**src/rtl/fboost_pkg.sv**
```systemverilog
package fboost_pkg;

  typedef enum logic {
    FB_MODE_AUTO   = 1'b0,
    FB_MODE_MANUAL = 1'b1
  } fb_mode_e;

endpackage

```
**src/rtl/fboost_sync.sv**
```systemverilog
// Brings the asynchronous active-low pin into the clock domain and
// flags an event only after CONFIRM_LEN consecutive synchronized lows.
module fboost_sync #(
  parameter int SYNC_STAGES = 2,
  parameter int CONFIRM_LEN = 2
) (
  input  logic clk,
  input  logic rst_n,
  input  logic pin_n,
  output logic active
);

  localparam int HIST_W = (CONFIRM_LEN > 1) ? CONFIRM_LEN - 1 : 1;

  logic [SYNC_STAGES-1:0] sync_q, sync_d;
  logic                   pin_s;

  // Synchronizer chain: next-state logic
  always_comb begin
    sync_d[0] = pin_n;
    for (int i = 1; i < SYNC_STAGES; i++) begin
      sync_d[i] = sync_q[i-1];
    end
  end

  // Synchronizer chain: registers, idle level is high
  always_ff @(posedge clk or negedge rst_n) begin
    if (!rst_n) begin
      sync_q <= '1;
    end else begin
      sync_q <= sync_d;
    end
  end

  assign pin_s = sync_q[SYNC_STAGES-1];

  generate
    if (CONFIRM_LEN > 1) begin : g_qual
      logic [HIST_W-1:0] hist_q, hist_d;

      always_comb begin
        hist_d[0] = pin_s;
        for (int j = 1; j < HIST_W; j++) begin
          hist_d[j] = hist_q[j-1];
        end
      end

      always_ff @(posedge clk or negedge rst_n) begin
        if (!rst_n) begin
          hist_q <= '1;
        end else begin
          hist_q <= hist_d;
        end
      end

      assign active = ~(|{hist_q, pin_s});
    end else begin : g_noqual
      assign active = ~pin_s;
    end
  endgenerate

endmodule

```
**src/rtl/fboost_sel.sv**
```systemverilog
// Decides whether the fan is running and whether the override applies,
// then picks the next duty value.
module fboost_sel
  import fboost_pkg::*;
#(
  parameter int DUTY_W = 8,
  parameter int TEMP_W = 8
) (
  input  logic              ev_active,
  input  logic              pin_en,
  input  logic              boost_en,
  input  fb_mode_e          mode,
  input  logic [DUTY_W-1:0] man_duty,
  input  logic [DUTY_W-1:0] auto_duty,
  input  logic [TEMP_W-1:0] temp,
  input  logic [TEMP_W-1:0] temp_min,
  output logic              boost,
  output logic [DUTY_W-1:0] duty_nxt
);

  localparam logic [DUTY_W-1:0] FULL_SCALE = '1;

  logic              fan_running;
  logic [DUTY_W-1:0] base_duty;

  always_comb begin
    if (mode == FB_MODE_MANUAL) begin
      base_duty   = man_duty;
      fan_running = (man_duty != '0);
    end else begin
      base_duty   = auto_duty;
      fan_running = (temp > temp_min);
    end
    boost    = pin_en & boost_en & ev_active & fan_running;
    duty_nxt = boost ? FULL_SCALE : base_duty;
  end

endmodule

```
**src/rtl/fan_boost_ovr.sv**
```systemverilog
module fan_boost_ovr
  import fboost_pkg::*;
#(
  parameter int DUTY_W      = 8,
  parameter int TEMP_W      = 8,
  parameter int SYNC_STAGES = 2,
  parameter int CONFIRM_LEN = 2
) (
  input  logic              clk,
  input  logic              rst_n,
  input  logic              therm_n,
  input  logic              pin_en,
  input  logic              boost_en,
  input  logic              mode_sel,
  input  logic [DUTY_W-1:0] man_duty,
  input  logic [DUTY_W-1:0] auto_duty,
  input  logic [TEMP_W-1:0] temp,
  input  logic [TEMP_W-1:0] temp_min,
  output logic [DUTY_W-1:0] duty_out
);

  logic              therm_act;
  logic              boost_now;
  logic [DUTY_W-1:0] duty_d, duty_q;
  fb_mode_e          mode;

  assign mode = fb_mode_e'(mode_sel);

  fboost_sync #(
    .SYNC_STAGES(SYNC_STAGES),
    .CONFIRM_LEN(CONFIRM_LEN)
  ) sync_i (
    .clk   (clk),
    .rst_n (rst_n),
    .pin_n (therm_n),
    .active(therm_act)
  );

  fboost_sel #(
    .DUTY_W(DUTY_W),
    .TEMP_W(TEMP_W)
  ) sel_i (
    .ev_active(therm_act),
    .pin_en   (pin_en),
    .boost_en (boost_en),
    .mode     (mode),
    .man_duty (man_duty),
    .auto_duty(auto_duty),
    .temp     (temp),
    .temp_min (temp_min),
    .boost    (boost_now),
    .duty_nxt (duty_d)
  );

  always_ff @(posedge clk or negedge rst_n) begin
    if (!rst_n) begin
      duty_q <= '0;
    end else begin
      duty_q <= duty_d;
    end
  end

  assign duty_out = duty_q;

endmodule

```
**config.mk**
```make
export PLATFORM = sky130hd
export DESIGN_NAME = fan_boost_ovr
export DESIGN_NICKNAME = d
export VERILOG_FILES = /design/src/rtl/fboost_pkg.sv /design/src/rtl/fboost_sync.sv /design/src/rtl/fboost_sel.sv /design/src/rtl/fan_boost_ovr.sv
export SDC_FILE = /design/constraint.sdc
export NUM_CORES = 1
export LEC_CHECK = 0
export BUFFER_PORTS_ARGS = -buffer_cell sky130_fd_sc_hd__buf_2
export CELL_PAD_IN_SITES_DETAIL_PLACEMENT = 0
export CELL_PAD_IN_SITES_GLOBAL_PLACEMENT = 1
export CORE_MARGIN = 2
export CORE_UTILIZATION = 27
export DETAILED_ROUTE_END_ITERATION = 7
export PLACE_DENSITY_LB_ADDON = 0.12
export RECOVER_POWER = 100
export SYNTH_ARGS = -nofsm -noshare
export SYNTH_HDL_FRONTEND = slang
export SYNTH_HIERARCHICAL = 1
export SYNTH_SLANG_ARGS = --single-unit
```
**constraint.sdc**
```tcl
create_clock -name clk -period 1.45 [get_ports clk]
set_input_delay 0.3625 -clock clk [delete_from_list [all_inputs] [get_ports clk]]
set_output_delay 0.3625 -clock clk [all_outputs]
set_load 0.02 [all_outputs]
```
Word level (Yosys, flattened, before mapping)
Index checks and enable logic that the tools add are counted.

Register bits after elaboration: 11. Bits of input ports: 38. Output and inout bits: 8. Logic and storage cells: 13.

Order comparisons: 1. Muxes and demuxes: 3. Bitwise operators: 4. Reduce and logical (&&, ||, !) cells: 2.

Operators with widths (number): $mux 8 (2); $gt 8x8->1 (1); $reduce_bool 8->1 (1); $and 1x1->1 (3); $reduce_or 2->1 (1); $mux 1 (1); $not 1->1 (1).

Longest topological paths before layout
Gate-level depths: netlist of run 1.

Depth in word-level cells: 5. Gate-level depth with buffers: 7. Depth with buffers taken out: 7.

Cells and area by module
The synthesis of run 1 kept the hierarchy.

By module, submodules not included: fboost_sel (instances 1, cells an instance 61, area an instance 394.1 sq um, seq. area each 0.0 sq um); fan_boost_ovr (instances 1, cells an instance 8, area an instance 200.2 sq um, seq. area each 200.2 sq um); fboost_sync (instances 1, cells an instance 4, area an instance 82.6 sq um, seq. area each 78.8 sq um).

Worst setup path before layout of run 1
OpenSTA, ideal clock, no wires.

Kind: input to register. From: input port temp_min[7]. To: register duty_q[6] (netlist: duty_out[6]). Arrival time: 1501 ps. Data required time: 1309 ps. Setup slack: -192 ps. Cell stages on the path: 6. Buffers on the path: 0. Cell sequence: inv_1 -> ha_1 -> and4_1 -> a21boi_1 -> o311ai_2 -> a21oi_1.

Word-level cells in the longest chain between the ends: 4.

RTL lines: start: declaration (RTL line fan_boost_ovr.sv:18) `input logic [TEMP_W-1:0] temp_min,`; $gt 8x8->1 (RTL line fboost_sel.sv:32) `fan_running = (temp > temp_min);`; $mux 1 (RTL line fboost_sel.sv:27) `if (mode == FB_MODE_MANUAL) begin`; $and 1x1->1 (RTL line fboost_sel.sv:34) `boost = pin_en & boost_en & ev_active & fan_running;`; $mux 8 (RTL line fboost_sel.sv:35) `duty_nxt = boost ? FULL_SCALE : base_duty;`; named net duty_d[6] (RTL line fan_boost_ovr.sv:24) `logic [DUTY_W-1:0] duty_d, duty_q;`; end signal: assignment (RTL line fan_boost_ovr.sv:59) `duty_q <= duty_d;`; end: declaration (RTL line fan_boost_ovr.sv:24).

The timed path passes the listed nets, and every way through them passes these cells.

Final worst setup path of run 1
From: input port temp_min[4]. To: register duty_q[2] (netlist: duty_out[2]).

The elaborated chain is that of the path after synthesis.

==> results of run 1 <==
[per-stage QoR]
| step | instance area [um^2] | instances | setup TNS [ns] | total power, W |
|---|---|---|---|---|
| after floorplan | 777 | 71 | -0.210 | 0.000463 |
| after global placement | 1070 | 149 | -1.65 | 0.000573 |
| after detailed placement | 1070 | 149 | -1.79 | 0.000578 |
| after CTS | 1110 | 154 | 0 | 0.000788 |
| after global routing | 1100 | 154 | 0 | 0.000829 |
| final | 1100 | 154 | 0 | 0.000765 |
[critical path, cell delays in order]
cell and delay, ns:
buf_2 0.12, inv_6 0.05, ha_4 0.18, and4_1 0.20, a21boi_2 0.17, o311ai_4 0.23, buf_4 0.17, a21oi_1 0.06
[per-layer routing]
metal	up-vias	GRT usage (%)	share of wire, %
met3	2	1.98	8.4
li1	348	-	-
met4	0	6.41	0.80
met2	27	21.2	50
met1	294	14.8	41
met5	-	0	0
[path summary, 6_finish.rpt]
check	startpoint	endpoint	slack (ns)	cells after the start
min in group asynchronous	rst_n	duty_out[5]$_DFF_PN0_	0.60	2
worst min-delay path	therm_n	sync_i/sync_q[0]$_DFF_PN1_	0.20	1
worst max-delay path	temp_min[4]	duty_out[2]$_DFF_PN0_	0.06	8
max in group asynchronous	rst_n	sync_i/g_qual.hist_q$_DFF_PN1_	0.48	2
worst max register to register	sync_i/sync_q[1]$_DFF_PN1_	duty_out[4]$_DFF_PN0_	0.11	6
worst min register to register	sync_i/sync_q[0]$_DFF_PN1_	sync_i/sync_q[1]$_DFF_PN1_	0.36	0
[registers in the layout, indices dropped and copies added (netlist names)]
signal / flops
duty_out: 8
sync_i/sync_q: 2
sync_i/g_qual.hist_q: 1
[cell type report]
type | count | area, um^2 | share of cell area [%]
inverters | 8 | 40.0 | 3.65
flip-flops and latches | 11 | 279 | 25.5
well taps | 28 | 35.0 | 3.20
repair buffers | 53 | 277 | 25.2
multi-input cells | 50 | 439 | 40.1
clock buffers | 4 | 26.3 | 2.40
[power by group through the flow]
stage	Sequential [W]	Clock (W)	Combinational, W
floorplan	0.000368	0	0.0000943
finish	0.000338	0.000201	0.000225
CTS	0.000338	0.000214	0.000237
detailed placement	0.000344	0	0.000234
global route	0.000339	0.000236	0.000254
global placement	0.000344	0	0.000230
==> reports/qor.yml, run 1 <==
finish:
  antenna_cells: 0
  final_nets: 173
  syn_to_final_growth_pct: 65.9
  layout_common_cells: "buf_2 (36), nor2_1 (18), clkbuf_1 (10), a21oi_1 (9), dfrtp_1 (8)"
  final_common_cell: "buf_2"
  fillCellCount: 231
  drive_gt1_share_pct: 54.0
  finish.utilization_pct: 48.6
power_and_ir_drop:
  clockPowerShare_pct: 26.3
  power.density_nw_per_um2: 698
  vdd_ir_drop_max_mv: 0.397
  power_frac_comb_pct: 29.5
  p_leak_nw: 0.499
  seqPwrFrac_pct: 44.2
  intPower_w: 0.000546
  p_sw_w: 0.000219
  p_sw_share_pct: 28.6
logic_synthesis:
  syn_area_per_cell_um2: 9.30
  synthesis.nets: 117
  syn_inst: 71
  ys_warn_count: 6
  synth.cell_area_um2: 661
placed_design:
  place_congestion: 0.752
  detailedPlace.worstSlack_ns: -0.229
  dpl.hpwl_mm: 1.44
  portBuffers: 45
clock_tree:
  cts.clk_slew.worst_paths_ns: 0.06
  post_cts_buffers: 0
  h-tree-depth: 1
  cts_hold_buf: 1
  tritoncts: "done"
  cts_resized: 0
  cts_inserted_buffers: 3
  clkLatencyLatePin_ns: 0.26
  cts.sinks: 11
  root_buffer: "clkbuf_4"
  clk_path_buf_depth: 2
worst_setup_path:
  worst-path-max-fanout: 4
  critPathKind: "input pin to flop"
  end_kind: "flop"
  start_kind: "input pin"
  arrival_ns: 1.54
  crit_required_ns: 1.60
drt:
  vias: 671
  viasPerCell: 4.36
  wirelength_mm: 1.62
  drc: 0
  drt.antenna.violating_nets: 0
  dr.pass1.iters: 4
  drt_iter0_markers: 9
  wl_per_cell_um: 10.5
sta:
  fin_ws_ns: 0.0564
  slew_violations: 0
  clock_skew_ns: 0.00156
  relSlewSlack_pct: 62.4
  worst_pin_slew_ns: 0.564
  hold_ws_ns: 0.196
  finalCritPeriodShare_pct: 96.1
  rsz0062_at_grt: "no"
  finalCriticalPeriod_ns: 1.39
  fmax_mhz: 718
  setup_violations: 0
  final-hold-violation-count: 0
global_routing:
  grt_start_max_net_pins: 12
  grt_pass1_vias: 637
  track_usage_pct: 12.4
  antenna_found_initial: 0
  grt_overflow: 0
  grt_pass1_wl_mm: 2.57
floorplan:
  coreArea_um2: 2250
  start_util_pct: 29.3
  pin_count: 46
  die_w_um: 53.5
  rows: 17
  die_y_um: 53.5
  die_area_um2: 2860
job:
  maxCapViolations: 0
run_status:
  status: "complete, no violations"
hold_path:
  min_path_type: "input pin to flop"
Note: power is estimated with default switching activity, not from simulation.
==> run 2, diff against run 1 <==
--- a/config.mk
+++ b/config.mk
@@ -14,4 +14,5 @@
 export PLACE_DENSITY_LB_ADDON = 0.12
 export RECOVER_POWER = 100
+export SETUP_SLACK_MARGIN = 0.5
 export SYNTH_ARGS = -nofsm -noshare
 export SYNTH_HDL_FRONTEND = slang
==> constraint.sdc (replaced) <==
create_clock -name clk -period 1.45 [get_ports clk]
set_input_delay 0.3625 -clock clk [delete_from_list [all_inputs] [get_ports clk]]
set_output_delay 0.3625 -clock clk [all_outputs]
set_load 0.005 [all_outputs]
==> reports/qor.yml, run 2 (synthesis gave the netlist of run 1 again) <==
job:
  maxCapViolations: 0  # unchanged
power_and_ir_drop:
  vdd_ir_drop_max_mv: 0.386  # was 0.397 mV
  p_leak_nw: 0.544  # was 0.499 nW
  power.density_nw_per_um2: 646  # was 698 nW/um^2
drt:
  drc: 0  # unchanged
  dr.pass1.iters: 2  # was 4
  wl_per_cell_um: 11.2  # was 10.5 um
  viasPerCell: 4.58  # was 4.36
  drt_iter0_markers: 5  # was 9
  wirelength_mm: 1.73  # was 1.62 mm
  vias: 706  # was 671
  drt.antenna.violating_nets: 0  # unchanged
finish:
  drive_gt1_share_pct: 68.3  # was 54.0%
  layout_common_cells: "buf_2 (37), nor2_1 (18), dfrtp_1 (8), a21oi_2 (8)"  # was buf_2 (36), nor2_1 (18), clkbuf_1 (10), a21oi_1 (9), dfrtp_1 (8)
  syn_to_final_growth_pct: 83.9  # was 65.9%
  final_area_um2: 1210  # was 1100 um^2
  antenna_cells: 0  # unchanged
  largest_reg_flops: 8  # unchanged
  layout.cells.non_filler: 154  # unchanged
  final_common_cell: "buf_2"  # unchanged
  final_nets: 173  # unchanged
  finish.utilization_pct: 53.9  # was 48.6%
sta:
  rsz0062_at_grt: "yes"  # was no
  fmax_mhz: 718  # about the same
  slew_violations: 0  # unchanged
  clock_skew_ns: 0.00278  # was 0.00156 ns
  relSlewSlack_pct: 62.4  # about the same
  setup_violations: 0  # unchanged
  tns_ns: 0  # unchanged
  fin_ws_ns: 0.0572  # was 0.0564 ns
  worst_pin_slew_ns: 0.564  # about the same
  final-hold-violation-count: 0  # unchanged
  finalCriticalPeriod_ns: 1.39  # about the same
  finalCritPeriodShare_pct: 96.1  # about the same
worst_setup_path:
  arrival_ns: 1.54  # about the same
  end_kind: "flop"  # unchanged
  worst-path-max-fanout: 4  # unchanged
  r2r_cells: 6  # unchanged
  critPathKind: "input pin to flop"  # unchanged
  crit_required_ns: 1.60  # about the same
  start_kind: "input pin"  # unchanged
placed_design:
  detailedPlace.worstSlack_ns: -0.229  # unchanged
  dp.cells: 149  # unchanged
  dpl-instance-area_um2: 1070  # unchanged
  place_congestion: 0.752  # unchanged
  portBuffers: 45  # unchanged
  dpl.hpwl_mm: 1.44  # unchanged
clock_tree:
  root_buffer: "clkbuf_4"  # unchanged
  clk_path_buf_depth: 2  # unchanged
  cts.clk_slew.worst_paths_ns: 0.07  # was 0.06 ns
  cts_inserted_buffers: 3  # unchanged
  post_cts_buffers: 0  # unchanged
  h-tree-depth: 1  # unchanged
  clkLatencyLatePin_ns: 0.26  # about the same
  tritoncts: "done"  # unchanged
  cts.sinks: 11  # unchanged
hold_path:
  hold_depth: 1  # unchanged
  min_path_type: "input pin to flop"  # unchanged
global_routing:
  track_usage_pct: 12.7  # was 12.4%
  grt_overflow: 0  # unchanged
  grt_start_max_net_pins: 12  # unchanged
  antenna_found_initial: 0  # unchanged
  grt_pass1_wl_mm: 2.60  # was 2.57 mm
  grt_pass1_vias: 624  # was 637
floorplan:
  coreArea_um2: 2250  # unchanged
  die_w_um: 53.5  # unchanged
  die_y_um: 53.5  # unchanged
  pin_count: 46  # unchanged
  start_util_pct: 29.3  # unchanged
  die_area_um2: 2860  # unchanged
  rows: 17  # unchanged
run_status:
  status: "complete, no violations"  # unchanged
## run 2: final timing paths
kind	start	endpoint	slack, ns
setup reg to reg	sync_i/sync_q[1]$_DFF_PN1_	duty_out[4]$_DFF_PN0_	0.14
max in group asynchronous	rst_n	sync_i/g_qual.hist_q$_DFF_PN1_	0.48
hold reg to reg	sync_i/sync_q[0]$_DFF_PN1_	sync_i/sync_q[1]$_DFF_PN1_	0.36
setup / recovery	temp_min[1]	duty_out[4]$_DFF_PN0_	0.06
hold / removal	therm_n	sync_i/sync_q[0]$_DFF_PN1_	0.20
min in group asynchronous	rst_n	duty_out[5]$_DFF_PN0_	0.60
## run 2: power breakdown
| part | internal (W) | leakage [nW] | total (W) | switching, W |
|---|---|---|---|---|
| Clock | 0.000106 | 0.0150 | 0.000201 | 0.0000950 |
| Combinational | 0.000136 | 0.408 | 0.000246 | 0.000110 |
| Sequential | 0.000332 | 0.121 | 0.000337 | 0.00000567 |
## run 2: layer usage
layer	vias up	share of wire [%]	track usage, %	wire length (um)
met5	-	0	0	0
met4	0	0.69	6.41	12
met3	2	7.5	1.98	129
met2	27	52	21.6	899
met1	326	40	15.2	689
li1	351	-	-	-
## run 2: stage by stage
stage	hold slack, ns	total power (W)
final	0.198	0.000785
after global routing	0.174	0.000849
after CTS	0.182	0.000798
after detailed placement	0.237	0.000555
after global placement	0.238	0.000551
after floorplan	0.0669	0.000441
## run 2: cell type report
class	instances	area, um^2
timing repair buffer	53	334
multi-input combinational	50	498
fill	216	1040
inverter	8	42.5
clock buffer	4	26.3
tap	28	35.0
sequential	11	279
## run 2: repair_timing
item | in CTS | in global routing
resized for setup | 20 | 8
hold buffers | 1 | 0
setup endpoints to repair | 16 | 16
hold endpoints to repair | 8 | 0
pin swaps | 0 | 2
## run 2: worst max-delay path, stage by stage
cell and delay, ns:
buf_8 0.10, inv_4 0.04, ha_4 0.18, nor2b_1 0.13, o21ai_2 0.16, a21boi_4 0.08, o311ai_4 0.26, buf_6 0.16
a21oi_1 0.06
==> run 3, diff against run 2 <==
- CORE_ASPECT_RATIO: not set -> 1.25
==> reports/qor.yml, run 3 (synthesis gave the netlist of run 1 again) <==
worst_setup_path:
  crit_required_ns: 1.60  # about the same
  max_stage_delay_ns: 0.26  # about the same
  crit_cells: 7  # was 9
  arrival_ns: 1.55  # was 1.54 ns
  worst-path-max-fanout: 5  # was 4
  reg2reg_slack_ns: 0.11  # was 0.14 ns
  crit_family: "compound AO/OA/AOI/OAI gates"  # unchanged
  crit_buf_inv: 2  # was 3
  critPathKind: "input pin to flop"  # unchanged
  start_kind: "input pin"  # unchanged
  r2r-start: "sync_i/g_qual.hist_q$_DFF_PN1_"  # was sync_i/sync_q[1]$_DFF_PN1_
  r2r_cells: 7  # was 6
  cpMostUsedCell: "buf_6"
  end_kind: "flop"  # unchanged
  r2r_end: "duty_out[2]$_DFF_PN0_"  # was duty_out[4]$_DFF_PN0_
  path_cells: "buf_6 -> ha_4 -> and4_1 -> a21boi_4 -> o311ai_4 -> buf_6 -> a21oi_1"  # was buf_8 -> inv_4 -> ha_4 -> nor2b_1 -> o21ai_2 -> a21boi_4 -> o311ai_4 -> buf_6 -> a21oi_1
  crit_path_top_delay_cell: "o311ai_4"  # unchanged
sta:
  rsz0062_at_grt: "yes"  # unchanged
  finalCriticalPeriod_ns: 1.39  # about the same
  worst_pin_slew_ns: 0.620  # was 0.564 ns
  clock_skew_ns: 0.00810  # was 0.00278 ns
  hold_ws_ns: 0.202  # was 0.198 ns
  final-hold-violation-count: 0  # unchanged
  relSlewSlack_pct: 58.7  # was 62.4%
  setup_violations: 0  # unchanged
  finalCritPeriodShare_pct: 96.0  # was 96.1%
  slew_violations: 0  # unchanged
  fmax_mhz: 718  # about the same
power_and_ir_drop:
  seqPwrFrac_pct: 43.0  # about the same
  finalPower_w: 0.000786  # was 0.000785 W
  vdd_ir_drop_max_mv: 0.241  # was 0.386 mV
  clockPowerShare_pct: 25.4  # was 25.6%
  p_sw_w: 0.000210  # about the same
  p_leak_nw: 0.550  # was 0.544 nW
  power_frac_comb_pct: 31.5  # was 31.3%
  p_sw_share_pct: 26.7  # was 26.8%
  intPower_w: 0.000576  # was 0.000574 W
  power.density_nw_per_um2: 643  # was 646 nW/um^2
clock_tree:
  clkLatencyLatePin_ns: 0.26  # about the same
  clk_path_buf_depth: 2  # unchanged
  root_buffer: "clkbuf_4"  # unchanged
  cts_inserted_buffers: 3  # unchanged
  cts.clk_slew.worst_paths_ns: 0.07  # about the same
  cts.sinks: 11  # unchanged
  tritoncts: "done"  # unchanged
  h-tree-depth: 1  # unchanged
placed_design:
  dpl.hpwl_mm: 1.35  # was 1.44 mm
  dp.cells: 154  # was 149
  place_congestion: 0.793  # was 0.752
  portBuffers: 45  # unchanged
floorplan:
  start_util_pct: 27.8  # was 29.3%
  coreArea_um2: 2380  # was 2250 um^2
  die_w_um: 48.2  # was 53.5 um
  die_area_um2: 2860  # about the same
  pin_count: 46  # unchanged
  die_y_um: 59.3  # was 53.5 um
  rows: 20  # was 17
finish:
  drive_gt1_share_pct: 65.9  # was 68.3%
  finish.utilization_pct: 51.4  # was 53.9%
  layout_common_cells: "buf_2 (34), nor2_1 (18), dfrtp_1 (8), buf_4 (8)"  # was buf_2 (37), nor2_1 (18), dfrtp_1 (8), a21oi_2 (8)
  final_common_cell: "buf_2"  # unchanged
  fillCellCount: 265  # was 216
  syn_to_final_growth_pct: 85.0  # was 83.9%
  multi_input_area_um2: 489  # was 498 um^2
  final_nets: 176  # was 173
  seq_area_um2: 279  # unchanged
  antenna_cells: 0  # unchanged
  layout.cells.non_filler: 162  # was 154
  largest_reg_flops: 8  # unchanged
global_routing:
  antenna_found_initial: 0  # unchanged
  grt_overflow: 0  # unchanged
  grt_pass1_vias: 692  # was 624
  track_usage_pct: 12.8  # was 12.7%
  grt_pass1_wl_mm: 2.59  # was 2.60 mm
  grt_start_max_net_pins: 12  # unchanged
drt:
  dr.pass1.iters: 2  # unchanged
  wirelength_mm: 1.67  # was 1.73 mm
  drc: 0  # unchanged
  viasPerCell: 4.35  # was 4.58
  vias: 704  # was 706
  wl_per_cell_um: 10.3  # was 11.2 um
  drt_iter0_markers: 6  # was 5
  drt.antenna.violating_nets: 0  # unchanged
job:
  maxCapViolations: 0  # unchanged
hold_path:
  worstHoldEndpoint: "sync_i/sync_q[0]$_DFF_PN1_"  # unchanged
  min_path_type: "input pin to flop"  # unchanged
  holdCritStartpoint: "therm_n"  # unchanged
  hold_depth: 1  # unchanged
run_status:
  status: "complete, no violations"  # unchanged
[run 3: cell count changes in the layout (fill, tap and decap cells not counted), sizes merged]
cell,delta
buf,-1
clkbuf,+4
[run 3: layout make-up]
type                    count  area share, %
flip-flops and latches     11           22.8
inverters                   8           3.68
well taps                  33           3.38
clock buffers               4           2.15
repair buffers             56           27.9
multi-input cells          50           40.0
[run 3: worst max path at each step]
stage                                    from                    end  slack (ns)
3_5_place_dp                      temp_min[4]  duty_out[3]$_DFF_PN0_       -0.30
2_1_floorplan                         temp[4]  duty_out[1]$_DFF_PN0_       -0.03
3_3_place_gp                          temp[1]  duty_out[7]$_DFF_PN0_       -0.27
4_1_cts                               temp[5]  duty_out[2]$_DFF_PN0_        0.03
6_report                              temp[5]  duty_out[2]$_DFF_PN0_        0.06
5_1_grt        sync_i/g_qual.hist_q$_DFF_PN1_  duty_out[2]$_DFF_PN0_        0.01
[run 3: through the flow]
step                      cell area [um^2]  TNS [ns]  setup slack (ns)
after floorplan                        777    -0.210           -0.0267
after global placement                1080     -2.15            -0.272
after detailed placement              1080     -2.34            -0.300
after CTS                             1200         0            0.0271
after global routing                  1220         0           0.00987
final                                 1220         0            0.0581
[run 3: per-layer routing]
layer  vias up  wire length (um)  track usage (%)  part of all wire [%]
li1        356                 -                -                     -
met1       320               641             13.5                    38
met2        26               902             22.2                    54
met3         2                97            0.915                   5.8
met4         0                30             9.27                   1.8
met5         -                 0                0                     0
[run 3: worst register-to-register path: cells and delay by family (launching register included)]
kind                   cells  cell delay, ns
buffers and inverters      2            0.30
and+or+nand+nor            2            0.20
DFF                        1            0.36
AOI/OAI and AO/OA          3            0.42
[run 3: what timing repair did]
| item | 4_1_cts | 5_1_grt |
|---|---|---|
| gates resized for setup | 16 | 5 |
| hold buffers | 1 | 0 |
| pin swaps | 5 | 3 |
| hold endpoints to repair | 8 | 0 |
| setup buffers | 2 | 1 |
| setup endpoints to repair | 16 | 16 |
[run 3: power by group through the flow]
| stage | registers [W] | logic [W] | clock network (W) |
|---|---|---|---|
| global route | 0.000340 | 0.000279 | 0.000224 |
| CTS | 0.000338 | 0.000248 | 0.000214 |
| finish | 0.000338 | 0.000248 | 0.000200 |
| detailed placement | 0.000343 | 0.000214 | 0 |
| global placement | 0.000343 | 0.000211 | 0 |
| floorplan | 0.000347 | 0.0000943 | 0 |
